**src/rtl/dru_pkg.sv**
```systemverilog
`timescale 1ns/1ps
package dru_pkg;
  localparam int unsigned SPB = 4;                 // samples per bit
  localparam int unsigned BPW = 2;                 // bits per sampled word
  localparam int unsigned SPW = SPB * BPW;         // samples per word
  localparam int unsigned PHW = $clog2(SPB);
  localparam int unsigned SIW = $clog2(SPW);

  typedef logic [PHW-1:0] phase_t;
  typedef logic [SIW-1:0] sidx_t;
  localparam phase_t PH_RESET = phase_t'(SPB / 2);

  typedef enum logic [1:0] {STEP_HOLD = 2'd0, STEP_FWD = 2'd1, STEP_BACK = 2'd2} step_e;

  typedef struct packed {
    logic [2:0] bits;
    logic [1:0] cnt;
  } emit_t;

  // transition marks; position 0 looks back at the last sample of the prior word
  function automatic logic [SPW-1:0] edge_vec(input logic prev_last, input logic [SPW-1:0] s);
    return s ^ {s[SPW-2:0], prev_last};
  endfunction

  // sampling point half a bit away from the busiest edge phase
  function automatic phase_t aim_phase(input phase_t busiest);
    return busiest + phase_t'(SPB / 2);
  endfunction

  function automatic step_e step_toward(input phase_t cur, input phase_t tgt);
    phase_t d;
    d = tgt - cur;
    if (d == phase_t'(1))            return STEP_FWD;
    else if (d == phase_t'(SPB - 1)) return STEP_BACK;
    else                             return STEP_HOLD;
  endfunction

  function automatic emit_t pick_bits(input phase_t ph, input logic [SPW-1:0] s,
                                      input logic prev_last, input logic up, input logic dn);
    emit_t r;
    sidx_t ie, il;
    ie = sidx_t'(ph);
    il = sidx_t'(ph) + sidx_t'(SPB);
    if (up) begin
      r.bits = {2'b00, s[il]};
      r.cnt  = 2'd1;
    end else if (dn) begin
      r.bits = {prev_last, s[ie], s[il]};
      r.cnt  = 2'd3;
    end else begin
      r.bits = {1'b0, s[ie], s[il]};
      r.cnt  = 2'd2;
    end
    return r;
  endfunction
endpackage

```
**src/rtl/dru_edge_acc.sv**
```systemverilog
`timescale 1ns/1ps
module dru_edge_acc
  import dru_pkg::*;
#(
  parameter int unsigned WIN_CYC = 16,
  parameter int unsigned CW      = 6
) (
  input  logic                    clk,
  input  logic                    rst,
  input  logic [SPW-1:0]          samp,
  output logic                    prev_last,
  output logic [SPB-1:0][CW-1:0]  tot,
  output logic                    dec_stb
);
  localparam int unsigned WW = (WIN_CYC > 1) ? $clog2(WIN_CYC) : 1;
  localparam logic [WW-1:0] WIN_LAST = WW'(WIN_CYC - 1);
  localparam logic [CW-1:0] ACC_MAX  = CW'(2 * (WIN_CYC - 1));

  logic [SPB-1:0][CW-1:0] acc_q;
  logic [WW-1:0]          win_q;
  logic [SPW-1:0]         edg;

  assign edg     = edge_vec(prev_last, samp);
  assign dec_stb = (win_q == WIN_LAST);

  for (genvar k = 0; k < SPB; k++) begin : g_ph
    assign tot[k] = acc_q[k] + CW'(edg[k]) + CW'(edg[k + SPB]);

    always_ff @(posedge clk) begin
      if (rst)          acc_q[k] <= '0;
      else if (dec_stb) acc_q[k] <= '0;
      else              acc_q[k] <= tot[k];
    end

    // a running sum never exceeds two marks per cycle of a window
    a_r4_acc_bound: assert property (@(posedge clk) disable iff (rst)
      acc_q[k] <= ACC_MAX);
    // a new window starts from empty sums
    a_r4_fresh_window: assert property (@(posedge clk) disable iff (rst)
      dec_stb |=> (acc_q[k] == '0));
  end

  always_ff @(posedge clk) begin
    if (rst) begin
      win_q     <= '0;
      prev_last <= 1'b0;
    end else begin
      win_q     <= dec_stb ? '0 : win_q + WW'(1);
      prev_last <= samp[SPW-1];
    end
  end

  if (WIN_CYC > 1) begin : g_spacing
    // decisions are at least one window apart
    a_r4_strobe_gap: assert property (@(posedge clk) disable iff (rst)
      dec_stb |=> !dec_stb);
  end
endmodule

```
**src/rtl/dru_phase_vote.sv**
```systemverilog
`timescale 1ns/1ps
module dru_phase_vote
  import dru_pkg::*;
#(
  parameter int unsigned CW = 6
) (
  input  logic                    clk,
  input  logic                    rst,
  input  logic [SPB-1:0][CW-1:0]  tot,
  input  logic                    dec_stb,
  output phase_t                  ph_next,
  output logic                    wrap_up,
  output logic                    wrap_dn
);
  phase_t ph_q;
  phase_t busy;
  logic   any_edge;
  step_e  kind;

  always_comb begin
    busy = '0;
    for (int unsigned k = 1; k < SPB; k++) begin
      if (tot[k] > tot[busy]) busy = phase_t'(k);
    end
  end

  assign any_edge = |tot;
  assign kind     = (dec_stb && any_edge) ? step_toward(ph_q, aim_phase(busy)) : STEP_HOLD;

  always_comb begin
    unique case (kind)
      STEP_FWD:  ph_next = ph_q + phase_t'(1);
      STEP_BACK: ph_next = ph_q - phase_t'(1);
      default:   ph_next = ph_q;
    endcase
  end

  assign wrap_up = (kind == STEP_FWD)  && (ph_q == phase_t'(SPB - 1));
  assign wrap_dn = (kind == STEP_BACK) && (ph_q == '0);

  always_ff @(posedge clk) begin
    if (rst) ph_q <= PH_RESET;
    else     ph_q <= ph_next;
  end

  // reset lands on the mid-bit phase
  a_r1_phase_reset: assert property (@(posedge clk)
    rst |=> (ph_q == PH_RESET));
  // the phase moves by one position at most
  a_r5_single_step: assert property (@(posedge clk) disable iff (rst)
    !$stable(ph_q) |-> ((ph_q == $past(ph_q) + phase_t'(1)) || (ph_q == $past(ph_q) - phase_t'(1))));
  // the phase moves only on a window decision
  a_r5_move_on_decision: assert property (@(posedge clk) disable iff (rst)
    !$stable(ph_q) |-> $past(dec_stb));
  // a window without edges keeps the phase
  a_r6_quiet_hold: assert property (@(posedge clk) disable iff (rst)
    (dec_stb && (tot == '0)) |=> $stable(ph_q));
  // a cycle cannot wrap both ways
  a_r8_wrap_exclusive: assert property (@(posedge clk) disable iff (rst)
    !(wrap_up && wrap_dn));
endmodule

```
**src/rtl/dru_bit_emit.sv**
```systemverilog
`timescale 1ns/1ps
module dru_bit_emit
  import dru_pkg::*;
(
  input  logic            clk,
  input  logic            rst,
  input  logic [SPW-1:0]  samp,
  input  logic            prev_last,
  input  phase_t          ph_sel,
  input  logic            wrap_up,
  input  logic            wrap_dn,
  output logic [2:0]      bits_out,
  output logic [1:0]      bits_cnt
);
  emit_t nxt;

  assign nxt = pick_bits(ph_sel, samp, prev_last, wrap_up, wrap_dn);

  always_ff @(posedge clk) begin
    if (rst) begin
      bits_out <= '0;
      bits_cnt <= '0;
    end else begin
      bits_out <= nxt.bits;
      bits_cnt <= nxt.cnt;
    end
  end

  // outputs are empty out of reset
  a_r1_empty_after_reset: assert property (@(posedge clk)
    rst |=> ((bits_cnt == 2'd0) && (bits_out == 3'd0)));
  // two bits in an ordinary cycle
  a_r3_two_bits: assert property (@(posedge clk) disable iff (rst)
    (!wrap_up && !wrap_dn) |=> (bits_cnt == 2'd2) && !bits_out[2]);
  // a forward wrap yields a lone bit in the lowest position
  a_r7_lone_bit: assert property (@(posedge clk) disable iff (rst)
    wrap_up |=> (bits_cnt == 2'd1) && (bits_out[2:1] == 2'b00));
  // a backward wrap yields three bits
  a_r8_three_bits: assert property (@(posedge clk) disable iff (rst)
    wrap_dn |=> (bits_cnt == 2'd3));
endmodule

```
**src/rtl/oversample_dru.sv**
```systemverilog
`timescale 1ns/1ps
module oversample_dru
  import dru_pkg::*;
#(
  parameter int unsigned WIN_CYC = 16
) (
  input  logic            clk,
  input  logic            rst,
  input  logic [7:0]      samp_in,
  output logic [2:0]      bits_out,
  output logic [1:0]      bits_cnt
);
  localparam int unsigned CW = $clog2(2 * WIN_CYC + 1);

  logic                   prev_last;
  logic [SPB-1:0][CW-1:0] tot;
  logic                   dec_stb;
  phase_t                 ph_next;
  logic                   wrap_up;
  logic                   wrap_dn;

  dru_edge_acc #(.WIN_CYC(WIN_CYC), .CW(CW)) u_acc (
    .clk       (clk),
    .rst       (rst),
    .samp      (samp_in),
    .prev_last (prev_last),
    .tot       (tot),
    .dec_stb   (dec_stb)
  );

  dru_phase_vote #(.CW(CW)) u_vote (
    .clk     (clk),
    .rst     (rst),
    .tot     (tot),
    .dec_stb (dec_stb),
    .ph_next (ph_next),
    .wrap_up (wrap_up),
    .wrap_dn (wrap_dn)
  );

  dru_bit_emit u_emit (
    .clk       (clk),
    .rst       (rst),
    .samp      (samp_in),
    .prev_last (prev_last),
    .ph_sel    (ph_next),
    .wrap_up   (wrap_up),
    .wrap_dn   (wrap_dn),
    .bits_out  (bits_out),
    .bits_cnt  (bits_cnt)
  );
endmodule

```
**config.mk**
```make
export PLATFORM = sky130hd
export DESIGN_NAME = oversample_dru
export DESIGN_NICKNAME = d
export VERILOG_FILES = /design/src/rtl/dru_pkg.sv /design/src/rtl/dru_edge_acc.sv /design/src/rtl/dru_phase_vote.sv /design/src/rtl/dru_bit_emit.sv /design/src/rtl/oversample_dru.sv
export SDC_FILE = /design/constraint.sdc
export NUM_CORES = 1
export LEC_CHECK = 0
export ABC_AREA = 1
export ABC_CLOCK_PERIOD_IN_PS = 7850
export CORE_UTILIZATION = 45
export DETAILED_ROUTE_END_ITERATION = 8
export PLACE_DENSITY = 0.72
export SYNTH_ARGS = -nofsm -noshare
export SYNTH_HDL_FRONTEND = slang
export SYNTH_SLANG_ARGS = --single-unit
export TNS_END_PERCENT = 30
```
**constraint.sdc**
```tcl
create_clock -name clk -period 7.85 [get_ports clk]
set_input_delay 1.57 -clock clk [delete_from_list [all_inputs] [get_ports clk]]
set_output_delay 1.57 -clock clk [all_outputs]
set_load 0.02 [all_outputs]
```
Word-level counts from Yosys, hierarchy flattened
Index checks and enable logic that the tools add are counted.
{"block": "totals", "inputBits": 10, "out_inout_bits": 5, "elab_cells": 66, "ff_bits": 36}
{"block": "classes", "n_bitwise": 2, "reduce_logical": 8, "addsub": 14, "n_eq_ne": 6, "muxes": 17, "order_cmp": 7}
{"operator": "adder 6 x 1 -> 6 bit", "n": 8}
{"operator": "binary-select mux 6 bit (select 2 bit)", "n": 2}
{"operator": "OR reduction 24 bit", "n": 1}
{"operator": "greater-than comparator 6 bit", "n": 3}
{"operator": "2-to-1 mux 6 bit", "n": 2}
{"operator": "2-to-1 mux 2 bit", "n": 5}
{"operator": "XOR 8 bit", "n": 1}
{"operator": "== test 2 bit, second input constant", "n": 3}
{"operator": "2-to-1 mux 1 bit", "n": 5}
{"operator": "adder 4 x 1 -> 4 bit, second input constant", "n": 1}
{"operator": "== test 2 x 1 -> 1 bit, second input constant", "n": 2}
{"operator": "== test 4 bit, second input constant", "n": 1}
{"operator": "< comparator 2 x 4 -> 1 bit, second input constant", "n": 1}
{"operator": "< comparator 3 x 4 -> 1 bit, second input constant", "n": 1}
{"operator": "case mux 2 bit (2 select lines)", "n": 1}
{"operator": "OR reduction 2 bit", "n": 2}
{"operator": "adder 2 x 3 -> 3 bit, second input constant", "n": 1}
{"operator": "binary-select mux 1 bit (select 3 bit)", "n": 1}
{"operator": "logical AND 1 bit", "n": 3}
{"operator": "< comparator 1 x 3 -> 1 bit, second input constant", "n": 1}
{"operator": "< comparator 2 x 3 -> 1 bit, second input constant", "n": 1}
{"operator": "OR reduction 3 bit", "n": 1}
{"operator": "adder 2 x 1 -> 2 bit, second input constant", "n": 1}
{"operator": "adder 2 bit, second input constant", "n": 1}
{"operator": "other kinds (5)", "n": 5}

Logic depth before layout (Yosys ltp)
{"block": "depth", "word_depth": 24, "depth_mapped": 47, "mapped_depth_nobuf": 47}

Modules after synthesis
Synthesis repeated with hierarchy kept, for this count alone.
{"block": "hier_totals", "cells_unflattened": 375, "area_unflattened_um2": 2565.0}
{"mod": "dru_edge_acc", "instances": 1, "cells_per_inst": 174, "seq_area_each_um2": 580.6, "area_each_um2": 1383.8}
{"mod": "dru_phase_vote", "instances": 1, "cells_per_inst": 166, "seq_area_each_um2": 40.0, "area_each_um2": 960.9}
{"mod": "dru_bit_emit", "instances": 1, "cells_per_inst": 35, "seq_area_each_um2": 100.1, "area_each_um2": 220.2}

Worst setup path after synthesis
Ideal clock, no wire load.
{"block": "synth_path", "path_kind": "input to register", "start": "in samp_in[3]", "end": "reg u_emit.bits_out[1]", "path_stages": 45, "arrival_ns": 7.461, "setup_slack_ns": 0.275, "setup_ns": 0.115, "required_ns": 7.735, "n_path_buf": 0, "cell_sequence": "xor2_1 -> fa_1 -> nand3_2 -> inv_2 -> nand3_1 -> xor2_1 -> inv_1 -> ha_1 -> nand3_2 -> nor2_1 -> nor2_2 -> nand2_4 -> nand2_4 -> nand2_2 -> and2_1 -> ha_1 -> inv_1 -> nor2_1 -> (+9 left out) -> o21ai_0 -> o211ai_1 -> nand2_1 -> o21ai_1 -> inv_1 -> ha_1 -> xor2_1 -> or2_2 -> nand2_1 -> nand3_1 -> ha_1 -> nor2_1 -> nand2_1 -> xor2_1 -> inv_1 -> o21ai_0 -> nor2_1 -> o21a_1"}
{"block": "synth_via", "elab_chain_cells": 22, "word_cells_on_any_way": 30, "cone_classes": "5 x add/sub; 3 x order compare; 4 x eq/ne; 13 x mux; 1 x bitwise; 4 x reduce/logical"}
{"element": "start, declared", "line": "oversample_dru.sv:9", "text": "input logic [7:0] samp_in,"}
{"element": "XOR 8 bit", "line": "dru_pkg.sv:22", "text": "return s ^ {s[SPW-2:0], prev_last};"}
{"element": "adder 6 x 1 -> 6 bit", "line": "dru_edge_acc.sv:27", "text": "assign tot[k] = acc_q[k] + CW'(edg[k]) + CW'(edg[k + SPB]);"}
{"element": "greater-than comparator 6 bit", "line": "dru_phase_vote.sv:23", "text": "if (tot[k] > tot[busy]) busy = phase_t'(k);"}
{"element": "2-to-1 mux 1 bit", "line": "dru_phase_vote.sv:23"}
{"element": "binary-select mux 6 bit (select 2 bit)", "line": "dru_phase_vote.sv:23"}
{"element": "2-to-1 mux 6 bit (not written as such)", "line": "dru_phase_vote.sv:23"}
{"element": "greater-than comparator 6 bit", "line": "dru_phase_vote.sv:23"}
{"element": "2-to-1 mux 2 bit", "line": "dru_phase_vote.sv:23"}
{"element": "(+6 left out)"}
{"element": "== test 2 bit", "line": "dru_pkg.sv:34", "text": "else if (d == phase_t'(SPB - 1)) return STEP_BACK;"}
{"element": "2-to-1 mux 2 bit", "line": "dru_pkg.sv:34"}
{"element": "2-to-1 mux 2 bit", "line": "dru_pkg.sv:33", "text": "if (d == phase_t'(1)) return STEP_FWD;"}
{"element": "2-to-1 mux 2 bit", "line": "dru_phase_vote.sv:28", "text": "assign kind = (dec_stb && any_edge) ? step_toward(ph_q, aim_phase(busy)) : STEP_HOLD;"}
{"element": "== test 2 bit / == test 2 x 1 -> 1 bit (equally long branches)", "line": "dru_phase_vote.sv:31, dru_phase_vote.sv:39, dru_phase_vote.sv:38"}
{"element": "case mux 2 bit (2 select lines)", "line": "dru_phase_vote.sv:31", "text": "unique case (kind)"}
{"element": "binary-select mux 1 bit (select 2 bit)", "line": "dru_pkg.sv:48, dru_pkg.sv:51"}
{"element": "2-to-1 mux 1 bit (not written as such)", "line": "dru_pkg.sv:48, dru_pkg.sv:51"}
{"element": "end signal, assigned", "line": "dru_bit_emit.sv:24", "text": "bits_out <= nxt.bits;"}
{"element": "end, declared", "line": "dru_bit_emit.sv:12", "text": "output logic [2:0] bits_out,"}
Parallel ways exist; a longest one is shown, timed or not. The select of a mux whose other input is x is not followed.
A chain may end at the register's enable or synchronous reset.

Final worst setup path
Same ends and word-level chain as after synthesis.

==> run metrics <==
outcome=finished, final reports clean; routing usage on met3=4.02%; worst hold path stage count=1; Hold EP=u_acc.win_q[0]$_SDFF_PP0_; reg-to-reg endpoint=u_emit.bits_out[1]$_SDFF_PP0_; CTS H-tree depth=2; Sink Count=36; most frequent cells in the layout=buf_4, nor2_1, inv_1, nand2_1, dfxtp_1; Die Ht=74.7 um; Multi-input gate area=1670 um2; clock buffer depth=2; post-synthesis sequential area ratio=30.3%; I/O pins=15; final routed DRC violation total=0; relative slew slack=38.7%; FMAX=131 MHz; CP Data Required Time=8.04 ns; Worst EP arrival=slightly below 8 ns; drt pass-1 iters=4; maximum capacitance violations=0; post-synthesis cell area=2380 um2; Synth Warn #=0; CP endpoint kind=flip-flop; Sequential Area=721 um2; gr usage total=20.0%; slew at the pin closest to its max-slew limit=0.917 ns; CP max stage delay=0.38 ns; worst reg-to-reg setup slack=1.42 ns; CP max-delay cell=fa_2; RR Startpoint=u_acc.prev_last$_SDFF_PP0_; critical path's top delay family=simple AND/OR/NAND/NOR gates; NumNets Final=423; GRT overflow=0; Tightest Hold Check Type=reg2reg; initial core utilization=46.6%; final hold viol count=0; via count=2185; Yosys reg bits=36; Setup crit start kind=primary input; DP Wirelength=4190 um; CTS buffer count=5; global route hottest layer=met2; core footprint=5110 um2; leakage power=0.00157 uW; overall power=1360 uW; total length of routed wires=5620 um; fin crit share=97.5%; Post-DRT Antenna Nets=0; synthesis-to-layout area growth=37.1%; Setup Skew=between 0.008 and 0.009 ns; Wirelength per Cell=between 10 and 15 um; GP Congestion=0.897; Syn Inst Count=315; share of post-route cells with drive strength above 1=about 30%; number of antenna violations at the first check in global routing=0; Layout Cells excl Fill=456; Tmin final=7.65 ns; Critical Path Fanout Max=7; CTS tree=built; WS Path Type=in2reg; met1 Usage GRT=25.8%; number of diodes=0; FP Rows=26; M2 GR Usage=33.2%; FILL cells=446; Pwr Density=approximately 420 nW/um2; Max VDD drop=0.242 mV; syn_nets=353; Fin Hold WS=~0.46 ns; vias in the first global route=1993; IO buf count=14; Synth cell types=30; Avg Inst Size Synth=7.55 um2; Vias/cell=between 4 and 5; Reg2Reg Depth=45; Final Max Slew Viols=0; dpl cells=441; Die Footprint=roughly 5600 um2; clock root buffer=clkbuf_8; commonest non-fill, non-tap cell in the layout=buf_4; first-pass GRT wire length=between 8000 and 9000 um; Hold Crit Start=u_acc.win_q[0]$_SDFF_PP0_; Final setup viols=0; hold bufs inserted after CTS=0; Die W=approximately 75 um; register clock-pin slew on the reported worst setup and hold paths=around 0.08 ns; WP buf/inv=7; CP startpoint=samp_in[3]; largest net degree at the start of global routing=27; initial DRC count=105; insertion delay to the later sink of the worst-skew pair=0.29 ns
how the worst max path moves through the flow:
stage / to / slack, ns / cells after the start
6_report: u_emit.bits_out[1]$_SDFF_PP0_ / 0.20 / 46
3_3_place_gp: u_emit.bits_out[1]$_SDFF_PP0_ / -0.52 / 46
2_1_floorplan: u_emit.bits_out[1]$_SDFF_PP0_ / 0.27 / 45
5_1_grt: u_emit.bits_out[1]$_SDFF_PP0_ / -0.17 / 46
4_1_cts: u_emit.bits_out[1]$_SDFF_PP0_ / 0.01 / 44
3_5_place_dp: u_emit.bits_out[1]$_SDFF_PP0_ / -0.60 / 46
metrics by stage:
step / TNS, ns / area (um2) / utilization, % / setup slack [ns]
floorplan: 0 / 2380 / - / 0.275
global placement: -1.44 / 2930 / 57.3 / -0.521
detailed placement: -1.72 / 2930 / 57.3 / -0.603
CTS: 0 / 3080 / 60.3 / 0.0101
global route: -0.347 / 3260 / 63.9 / -0.169
finish: 0 / 3260 / 63.9 / 0.197
sequential cells by signal, summed over array words and instances (netlist names), named ones only:
| register | count |
|---|---|
| u_acc.acc_q | 24 |
| u_acc.win_q | 4 |
| u_emit.bits_out | 3 |
| u_emit.bits_cnt | 2 |
| u_acc.prev_last | 1 |
| u_vote.ph_q | 1 |
cell type report:
type,instances,share of cell area [%]
clock buffer,5,2.11
clock inverter,3,0.575
tap,70,2.69
sequential,36,22.1
multi-input combinational,231,51.3
inverter,46,5.37
timing repair buffer,65,15.9
per-layer routing:
| metal | part of all wire (%) | routed length, um |
|---|---|---|
| met5 | 0 | 0 |
| met3 | 2.3 | 127 |
| met2 | 50 | 2790 |
| met1 | 46 | 2600 |
| met4 | 1.8 | 102 |
kinds of logic after synthesis:
logic type      after synthesis  synth area share [%]
flops                        36                  30.3
xor+xnor                     23                  8.47
simple gates                159                  32.5
buf+inv                      48                  7.57
compound gates               21                  5.15
fa+ha+maj                    28                  16.0
synth_stat cells:
master,instances,area share (%)
nand2_2,12,3.2
nand3_1,26,5.5
nand2_1,44,6.9
and2_1,6,1.6
o21ai_1,1,0.21
o211ai_1,3,0.95
o21bai_1,3,0.95
xor2_1,19,7.0
nand2_4,2,0.95
nand3b_1,3,0.95
ha_1,24,13
clkbuf_1,2,0.32
nor2_1,47,7.4
o21a_1,1,0.32
nor2_2,1,0.26
nor2_4,1,0.47
nand4_1,8,2.1
nor4_1,1,0.26
nand3_2,3,1.3
nor3_1,2,0.42
or2_2,1,0.26
nand3_4,1,0.74
dfxtp_1,36,30
inv_2,3,0.47
inv_1,43,6.8
o21ai_0,5,1.1
or2_0,1,0.26
a21oi_1,8,1.7
fa_1,4,3.4
xnor2_1,4,1.5
what timing repair did:
item,4_1_cts,5_1_grt
pin swaps,11,16
setup buffers,3,4
endpoints found under the setup margin,3,4
gates resized for setup,16,34
endpoints found under the hold margin,0,0
worst reg2reg max path, delay by kind of cell (launching register included):
kind            cells  cell delay, ns
compound gates      7            0.85
buf+inv             6            0.57
flops               1            0.35
fa+ha+maj           6            1.60
simple gates       22            2.26
xor+xnor            4            0.73
report_power, final:
part / switching, uW / internal, uW
Clock: 70.2 / 61.8
Combinational: 569 / 448
Sequential: 12.8 / 200
Note: power is estimated with default switching activity, not from simulation.
